## config.mk

```make
export PLATFORM = sky130hd
export DESIGN_NAME = iter_alu
export DESIGN_NICKNAME = d
export VERILOG_FILES = /design/src/rtl/iter_alu_pkg.sv /design/src/rtl/alu_single_op.sv /design/src/rtl/alu_iter_engine.sv /design/src/rtl/iter_alu.sv
export SDC_FILE = /design/constraint.sdc
export NUM_CORES = 1
export LEC_CHECK = 0
export ABC_CLOCK_PERIOD_IN_PS = 4590
export BUFFER_PORTS_ARGS = -buffer_cell sky130_fd_sc_hd__buf_2
export CORE_ASPECT_RATIO = 2
export CORE_UTILIZATION = 55
export CTS_CLUSTER_SIZE = 30
export DETAILED_ROUTE_END_ITERATION = 10
export PLACE_DENSITY = 0.74
export SLEW_MARGIN = 20
export SYNTH_ARGS = -nofsm -noshare
export SYNTH_HDL_FRONTEND = slang
export SYNTH_SLANG_ARGS = --single-unit
```

## constraint.sdc

```tcl
create_clock -name clk -period 4.59 [get_ports clk]
set_input_delay 0.459 -clock clk [delete_from_list [all_inputs] [get_ports clk]]
set_output_delay 0.459 -clock clk [all_outputs]
set_load 0.02 [all_outputs]
```

## src/rtl/iter_alu_pkg.sv

```systemverilog
package iter_alu_pkg;

    typedef enum logic [3:0] {
        OP_AND  = 4'h0,
        OP_OR   = 4'h1,
        OP_XOR  = 4'h2,
        OP_NOR  = 4'h3,
        OP_NAND = 4'h4,
        OP_NOT  = 4'h5,
        OP_SHL  = 4'h6,
        OP_SHR  = 4'h7,
        OP_ADD  = 4'h8,
        OP_SUB  = 4'h9,
        OP_MUL  = 4'hA,
        OP_DIV  = 4'hB
    } alu_op_e;

    typedef enum logic [1:0] {
        ENG_IDLE = 2'd0,
        ENG_MUL  = 2'd1,
        ENG_DIV  = 2'd2
    } eng_state_e;

endpackage

```

## src/rtl/alu_single_op.sv

```systemverilog
module alu_single_op
    import iter_alu_pkg::*;
#(
    parameter int W = 8
) (
    input  logic [3:0]   op_i,
    input  logic [W-1:0] a_i,
    input  logic [W-1:0] b_i,
    output logic [W-1:0] res_o,
    output logic         cy_o
);

    logic [W:0] wide;

    always_comb begin
        res_o = '0;
        cy_o  = 1'b0;
        wide  = '0;
        case (op_i)
            OP_AND:  res_o = a_i & b_i;
            OP_OR:   res_o = a_i | b_i;
            OP_XOR:  res_o = a_i ^ b_i;
            OP_NOR:  res_o = ~(a_i | b_i);
            OP_NAND: res_o = ~(a_i & b_i);
            OP_NOT:  res_o = ~a_i;
            OP_SHL: begin
                res_o = {a_i[W-2:0], 1'b0};
                cy_o  = a_i[W-1];
            end
            OP_SHR: begin
                res_o = {1'b0, a_i[W-1:1]};
                cy_o  = a_i[0];
            end
            OP_ADD: begin
                wide  = {1'b0, a_i} + {1'b0, b_i};
                res_o = wide[W-1:0];
                cy_o  = wide[W];
            end
            OP_SUB: begin
                wide  = {1'b0, a_i} - {1'b0, b_i};
                res_o = wide[W-1:0];
                cy_o  = wide[W];
            end
            default: begin
                res_o = '0;
                cy_o  = 1'b0;
            end
        endcase
    end

endmodule

```

## src/rtl/alu_iter_engine.sv

```systemverilog
module alu_iter_engine
    import iter_alu_pkg::*;
#(
    parameter int W = 8
) (
    input  logic         clk,
    input  logic         rst_n,
    input  logic         launch_i,
    input  logic         is_div_i,
    input  logic [W-1:0] a_i,
    input  logic [W-1:0] b_i,
    output logic         busy_o,
    output logic         fin_o,
    output logic [W-1:0] res_o,
    output logic [W-1:0] rem_o,
    output logic         cy_o,
    output logic         err_o
);

    typedef struct packed {
        eng_state_e   st;
        logic [W-1:0] acc;
        logic [W-1:0] cnt;
        logic [W-1:0] opa;
        logic [W-1:0] opb;
        logic [W-1:0] rem;
        logic         cy;
        logic         fin;
        logic         err;
    } eng_t;

    eng_t       eng_q, eng_d;
    logic [W:0] sum;

    always_comb begin
        eng_d     = eng_q;
        eng_d.fin = 1'b0;
        sum       = {1'b0, eng_q.acc} + {1'b0, eng_q.opa};
        case (eng_q.st)
            ENG_IDLE: begin
                if (launch_i) begin
                    eng_d.cy  = 1'b0;
                    eng_d.err = 1'b0;
                    eng_d.rem = '0;
                    eng_d.acc = '0;
                    if (!is_div_i) begin
                        if (b_i == '0) begin
                            eng_d.fin = 1'b1;
                        end else begin
                            eng_d.st  = ENG_MUL;
                            eng_d.cnt = b_i;
                            eng_d.opa = a_i;
                        end
                    end else begin
                        if (b_i == '0) begin
                            eng_d.fin = 1'b1;
                            eng_d.acc = '1;
                            eng_d.rem = a_i;
                            eng_d.err = 1'b1;
                        end else begin
                            eng_d.st  = ENG_DIV;
                            eng_d.rem = a_i;
                            eng_d.opb = b_i;
                        end
                    end
                end
            end
            ENG_MUL: begin
                eng_d.acc = sum[W-1:0];
                eng_d.cy  = eng_q.cy | sum[W];
                eng_d.cnt = eng_q.cnt - 1'b1;
                if (eng_q.cnt == W'(1)) begin
                    eng_d.st  = ENG_IDLE;
                    eng_d.fin = 1'b1;
                end
            end
            ENG_DIV: begin
                if (eng_q.rem >= eng_q.opb) begin
                    eng_d.rem = eng_q.rem - eng_q.opb;
                    eng_d.acc = eng_q.acc + 1'b1;
                end else begin
                    eng_d.st  = ENG_IDLE;
                    eng_d.fin = 1'b1;
                end
            end
            default: eng_d.st = ENG_IDLE;
        endcase
    end

    always_ff @(posedge clk or negedge rst_n) begin
        if (!rst_n) begin
            eng_q <= '{st: ENG_IDLE, default: '0};
        end else begin
            eng_q <= eng_d;
        end
    end

    assign busy_o = (eng_q.st != ENG_IDLE);
    assign fin_o  = eng_q.fin;
    assign res_o  = eng_q.acc;
    assign rem_o  = eng_q.rem;
    assign cy_o   = eng_q.cy;
    assign err_o  = eng_q.err;

    AST_LAUNCH_WHEN_IDLE: assert property (@(posedge clk) disable iff (!rst_n)
        launch_i |-> (eng_q.st == ENG_IDLE));

    AST_MUL_COUNT_NONZERO: assert property (@(posedge clk) disable iff (!rst_n)
        (eng_q.st == ENG_MUL) |-> (eng_q.cnt != '0));

    AST_MUL_COUNTS_DOWN: assert property (@(posedge clk) disable iff (!rst_n)
        (eng_q.st == ENG_MUL) |=> (eng_q.cnt == $past(eng_q.cnt) - 1'b1));

    AST_DIV_STOPS_BELOW: assert property (@(posedge clk) disable iff (!rst_n)
        (eng_q.st == ENG_DIV && eng_q.rem < eng_q.opb) |=> (fin_o && !busy_o));

endmodule

```

## src/rtl/iter_alu.sv

```systemverilog
module iter_alu
    import iter_alu_pkg::*;
#(
    parameter int W = 8
) (
    input  logic         clk,
    input  logic         rst_n,
    input  logic         start_i,
    input  logic [3:0]   op_i,
    input  logic [W-1:0] a_i,
    input  logic [W-1:0] b_i,
    output logic [W-1:0] result_o,
    output logic [W-1:0] remainder_o,
    output logic         carry_o,
    output logic         div_err_o,
    output logic         busy_o,
    output logic         done_o
);

    typedef struct packed {
        logic [W-1:0] res;
        logic         cy;
        logic         done;
        logic         src_eng;
    } top_t;

    top_t         top_q, top_d;
    logic [W-1:0] s_res, e_res, e_rem;
    logic         s_cy, e_cy, e_err, e_busy, e_fin;
    logic         accept, is_iter, launch;

    assign accept  = start_i && !e_busy;
    assign is_iter = (op_i == OP_MUL) || (op_i == OP_DIV);
    assign launch  = accept && is_iter;

    alu_single_op #(.W(W)) u_single (
        .op_i  (op_i),
        .a_i   (a_i),
        .b_i   (b_i),
        .res_o (s_res),
        .cy_o  (s_cy)
    );

    alu_iter_engine #(.W(W)) u_engine (
        .clk      (clk),
        .rst_n    (rst_n),
        .launch_i (launch),
        .is_div_i (op_i == OP_DIV),
        .a_i      (a_i),
        .b_i      (b_i),
        .busy_o   (e_busy),
        .fin_o    (e_fin),
        .res_o    (e_res),
        .rem_o    (e_rem),
        .cy_o     (e_cy),
        .err_o    (e_err)
    );

    always_comb begin
        top_d      = top_q;
        top_d.done = 1'b0;
        if (accept) begin
            if (is_iter) begin
                top_d.src_eng = 1'b1;
            end else begin
                top_d.src_eng = 1'b0;
                top_d.res     = s_res;
                top_d.cy      = s_cy;
                top_d.done    = 1'b1;
            end
        end
    end

    always_ff @(posedge clk or negedge rst_n) begin
        if (!rst_n) begin
            top_q <= '0;
        end else begin
            top_q <= top_d;
        end
    end

    assign result_o    = top_q.src_eng ? e_res : top_q.res;
    assign remainder_o = top_q.src_eng ? e_rem : '0;
    assign carry_o     = top_q.src_eng ? e_cy  : top_q.cy;
    assign div_err_o   = top_q.src_eng ? e_err : 1'b0;
    assign busy_o      = e_busy;
    assign done_o      = top_q.done | e_fin;

    AST_DONE_EXCLUDES_BUSY: assert property (@(posedge clk) disable iff (!rst_n)
        done_o |-> !busy_o);

    AST_MUL_RAISES_BUSY: assert property (@(posedge clk) disable iff (!rst_n)
        (start_i && !busy_o && op_i == OP_MUL && b_i != '0) |=> (busy_o && !done_o));

    AST_SHL_CARRY_OUT: assert property (@(posedge clk) disable iff (!rst_n)
        (start_i && !busy_o && op_i == OP_SHL) |=>
            (done_o && carry_o == $past(a_i[W-1]) && !result_o[0]));

    AST_DIV_ZERO_FLAGS: assert property (@(posedge clk) disable iff (!rst_n)
        (start_i && !busy_o && op_i == OP_DIV && b_i == '0) |=>
            (done_o && div_err_o && result_o == '1 && remainder_o == $past(a_i)));

endmodule

```

==> results.md <==
Critical path:
- The critical-path cell with the highest stage delay is nor2b_1.
- The signal on the critical path passes through inv_1 > ha_1 > nand2_1 > nor3_1 > nor2b_1 > o22ai_4 > o31ai_1 > a222oi_1 > inv_1.
- The delay of the slowest cell on the worst path is 0.79 ns.
- The count of cells along the worst register-to-register path is 9.
- The worst setup path is captured at a flip-flop.
- Data on the critical path arrives at its endpoint at 3.51 ns.
- The critical path start-end classification is flip-flop to flip-flop.
- The element type at the critical path start is a flip-flop.
- The most numerous cell type found on the critical path is inv_1.
- STA puts the critical path data required time at 4.84 ns.
- Along the worst path, the maximum fanout reaches 16.

Cells and area:
- The repair_antennas step left the layout with diodes totalling 0.
- The area added between synthesis and finish is 6.91%.
- The final layout contains 729 nets.
- The post-route netlist has 11.9% of its cells at a drive strength greater than 1.
- The utilization after layout is 60.6%.

Placement:
- After legalization and detailed placement, the total HPWL measured 12200 µm.
- The count of input and output buffers is 42.
- At the end of routability-driven placement, the weighted congestion stood at 0.963.

Routing:
- Using the TritonRoute via totals, the vias-per-cell ratio works out to 6.70.
- For this run, design rule violations remaining after detail routing come to 0.
- The final wirelength is 16100 µm.
- Once detail routing completed, the nets flagged for antenna violations numbered 0.
- Dividing the detail-routed wire length by the instance count gives 21.3 µm.
- The starting DRC count in detailed routing is 437.
- Across all layers, the routed design uses 5063 vias.
- The length of the first detailed-routing pass in iterations is 7.

Outcome:
- The flow ran to the end, and the final reports show no timing, DRC or antenna violations.

Floorplan:
- The horizontal extent of the die is 70.2 µm.
- The I/O pin count is 43.
- From bottom edge to top edge, the die measures 138 µm.
- For this configuration, the core starts out at a cell density of 56.7%.
- The core box area is 9010 µm².
- The site row count is 49.
- The floorplan step defined a die boundary enclosing 9700 µm².

Clock network:
- TritonCTS created 5 clock buffers.
- In this run the clock root is driven by a clkbuf_16.
- The count of hold buffers inserted by post-cts repair is 0.
- The clock net in this run drives a total of 56 sinks.
- The H-tree generated during clock tree synthesis spans 2 levels.
- The later-pin clock latency in the skew report is 0.31 ns.
- The TritonCTS clock tree is built.
- Clock-pin slew was measured on the worst setup and hold paths at 0.07 ns.
- The number of gates given a new drive strength after cts is 0.
- The buffer count from post-CTS setup fixing is 0.
- No sink is reached through more buffers than the 2 on the longest clock path.

STA:
- The largest clock skew in the final design is 0.00555 ns.
- The top achievable clock speed is 307 MHz.
- Setup repair after global routing left no endpoint under its margin.
- The worst pin sits at a relative slew slack of 26.8%.
- The max-slew violation total from the final report is 0.
- Setup violations remaining at the end of the flow were counted as 0.
- The number of hold violations in the final report is 0.
- Subtracting the final worst setup slack from the clock period gives 3.26 ns.
- At the pin with the least slew margin, the transition time is 1.09 ns.
- In the finished design, the share of the clock period the worst path needs comes to 71.0%.
- In the final timing run, aggregate negative setup slack is 0 ns.

Synthesis:
- Averaged over all synthesized cells, the footprint is 8.05 µm².
- Synthesis produced a netlist with a net count of 711.
- Synthesis produced 635 cells.
- The synthesized netlist occupies a cell area of 5110 µm².
- The sequential cell area fraction in the yosys report is 27.4%.
- In this run, synthesis inferred 0 flip-flops with an integrated enable.
- Synthesis inferred 56 register bits.
- For this run, asynchronously set or reset flops after synthesis account for 100%.
- The most used flip-flop cell after synthesis is dfrtp_1.
- The number of warnings printed during yosys synthesis is 0.
- The synthesized netlist contains 65 unique library cells.

Pwr:
- Summed over all cells, the static leakage comes to 2.45 nW.
- The total power of the final layout is 2.62 mW.
- The worst-case IR drop observed on VDD is 0.185 mV.
- The power density relative to cell area is 479 nW/µm².

Global route:
- The global-route wire length before repair is 25200 µm.
- The global route total overflow is 0.
- The number of antenna violations at the first check in global routing came to 0.
- The via count of the first global-routing pass is 4915.
- The pin count of the biggest net entering global routing is 57.
- The overall routing resource usage is 33.7%.

Hold path:
- The worst hold path belongs to the class input pin to asynchronous set/reset pin.

Run:
- The count of max-cap constraint violations is 0.
logic make-up after synthesis:
kind of cell             count (synthesis)  synth area share, %
AO/OA/AOI/OAI                          205                 25.7
XOR/XNOR                                16                 2.74
adder cells (fa/ha/maj)                 53                 13.6
buffers and inverters                   80                 6.24
flip-flops                              56                 27.4
multiplexers                            27                 5.75
AND/OR/NAND/NOR                        198                 18.6
power by group:
group          switching (mW)  leakage, nW  total, mW  internal [mW]
Combinational           0.822         1.69       1.39          0.567
Sequential              0.181        0.698      0.829          0.648
Clock                   0.178       0.0712      0.397          0.218
registers in the layout (all words and copies together), names as in the netlist:
name            flops
top_q              11
u_engine.cy_o       1
u_engine.eng_q     26
u_engine.err_o      1
u_engine.fin_o      1
u_engine.rem_o      8
u_engine.res_o      8
metrics by stage:
step / hold WS (ns) / setup slack [ns] / instance area, µm² / instances
finish: 0.278 / 1.33 / 5460 / 756
global route: 0.342 / 1.07 / 5460 / 756
CTS: 0.328 / 1.36 / 5460 / 756
detailed placement: 0.469 / 1.37 / 5320 / 748
global placement: 0.463 / 1.53 / 5320 / 748
floorplan: 0.163 / 2.18 / 5110 / 635
area by class of cell:
type	count	area (µm²)
inverter	48	180
sequential	56	1400
timing repair buffer	43	218
tap	102	128
multi-input combinational	499	3390
fill	812	3550
clock buffer	8	146
worst paths after layout:
kind	from	end	slack, ns
min reg2reg	u_engine.err_o	u_engine.err_o	0.49
max in group asynchronous	rst_n	u_engine.res_o[7]	3.82
min	rst_n	u_engine.rem_o[1]	0.28
max	u_engine.eng_q[44]	u_engine.eng_q[33]	1.33
min in group clk	start_i	top_q[0]	0.47
max reg2reg	u_engine.eng_q[44]	u_engine.eng_q[33]	1.33
cell usage in the layout (no fill, tap or decap), types with 5 or more instances in the layout:
master / count
a32oi_1: 9
ha_1: 49
a31oi_1: 6
buf_2: 42
mux2_2: 19
a22oi_1: 8
xnor2_1: 8
xor2_1: 8
o22ai_1: 15
nand3_1: 15
nor2_1: 72
mux2i_1: 8
nor3_1: 10
nand2b_1: 10
a211oi_1: 7
a21o_1: 6
nand2_1: 44
and3_1: 6
and2_1: 9
o21ai_0: 46
inv_1: 46
a21oi_1: 62
dfrtp_1: 56
clkbuf_16: 5
nor2b_1: 6
cell usage after synthesis (6+ instances only):
library cell / n / area (µm²)
mux2i_1: 8 / 80.1
o22ai_1: 15 / 93.8
a21oi_1: 62 / 310
nor2b_1: 6 / 37.5
xor2_1: 8 / 70.1
mux2_2: 19 / 214
nand2b_1: 10 / 62.6
and3_1: 6 / 37.5
buf_2: 9 / 45.0
and2_1: 9 / 56.3
nor2_1: 72 / 270
o21ai_0: 46 / 230
a22oi_1: 8 / 60.1
nor3_1: 10 / 50.1
a211oi_1: 7 / 52.6
nand2_1: 44 / 165
a21o_1: 6 / 45.0
xnor2_1: 8 / 70.1
a32oi_1: 9 / 78.8
nand3_1: 15 / 75.1
inv_1: 46 / 173
dfrtp_1: 56 / 1400
a31oi_1: 6 / 37.5
clkbuf_1: 21 / 78.8
ha_1: 49 / 613
critical path, delay by kind of cell (launching register included):
kind	cells	cell delay (ns)
AO/OA/AOI/OAI	3	0.75
adder cells (fa/ha/maj)	1	0.33
buffers and inverters	2	0.23
flip-flops	1	0.41
AND/OR/NAND/NOR	3	1.49
layer usage:
layer  vias up  share of wire, %  wire [µm]  track usage [%]
met5         -                 0          0                0
met4         0               7.4       1200             24.1
met3        73               5.5        895             3.50
li1       2331                 -          -                -
met2       255                53       8580             61.0
met1      2404                34       5460             35.2
(Power assumes the default switching activity.)
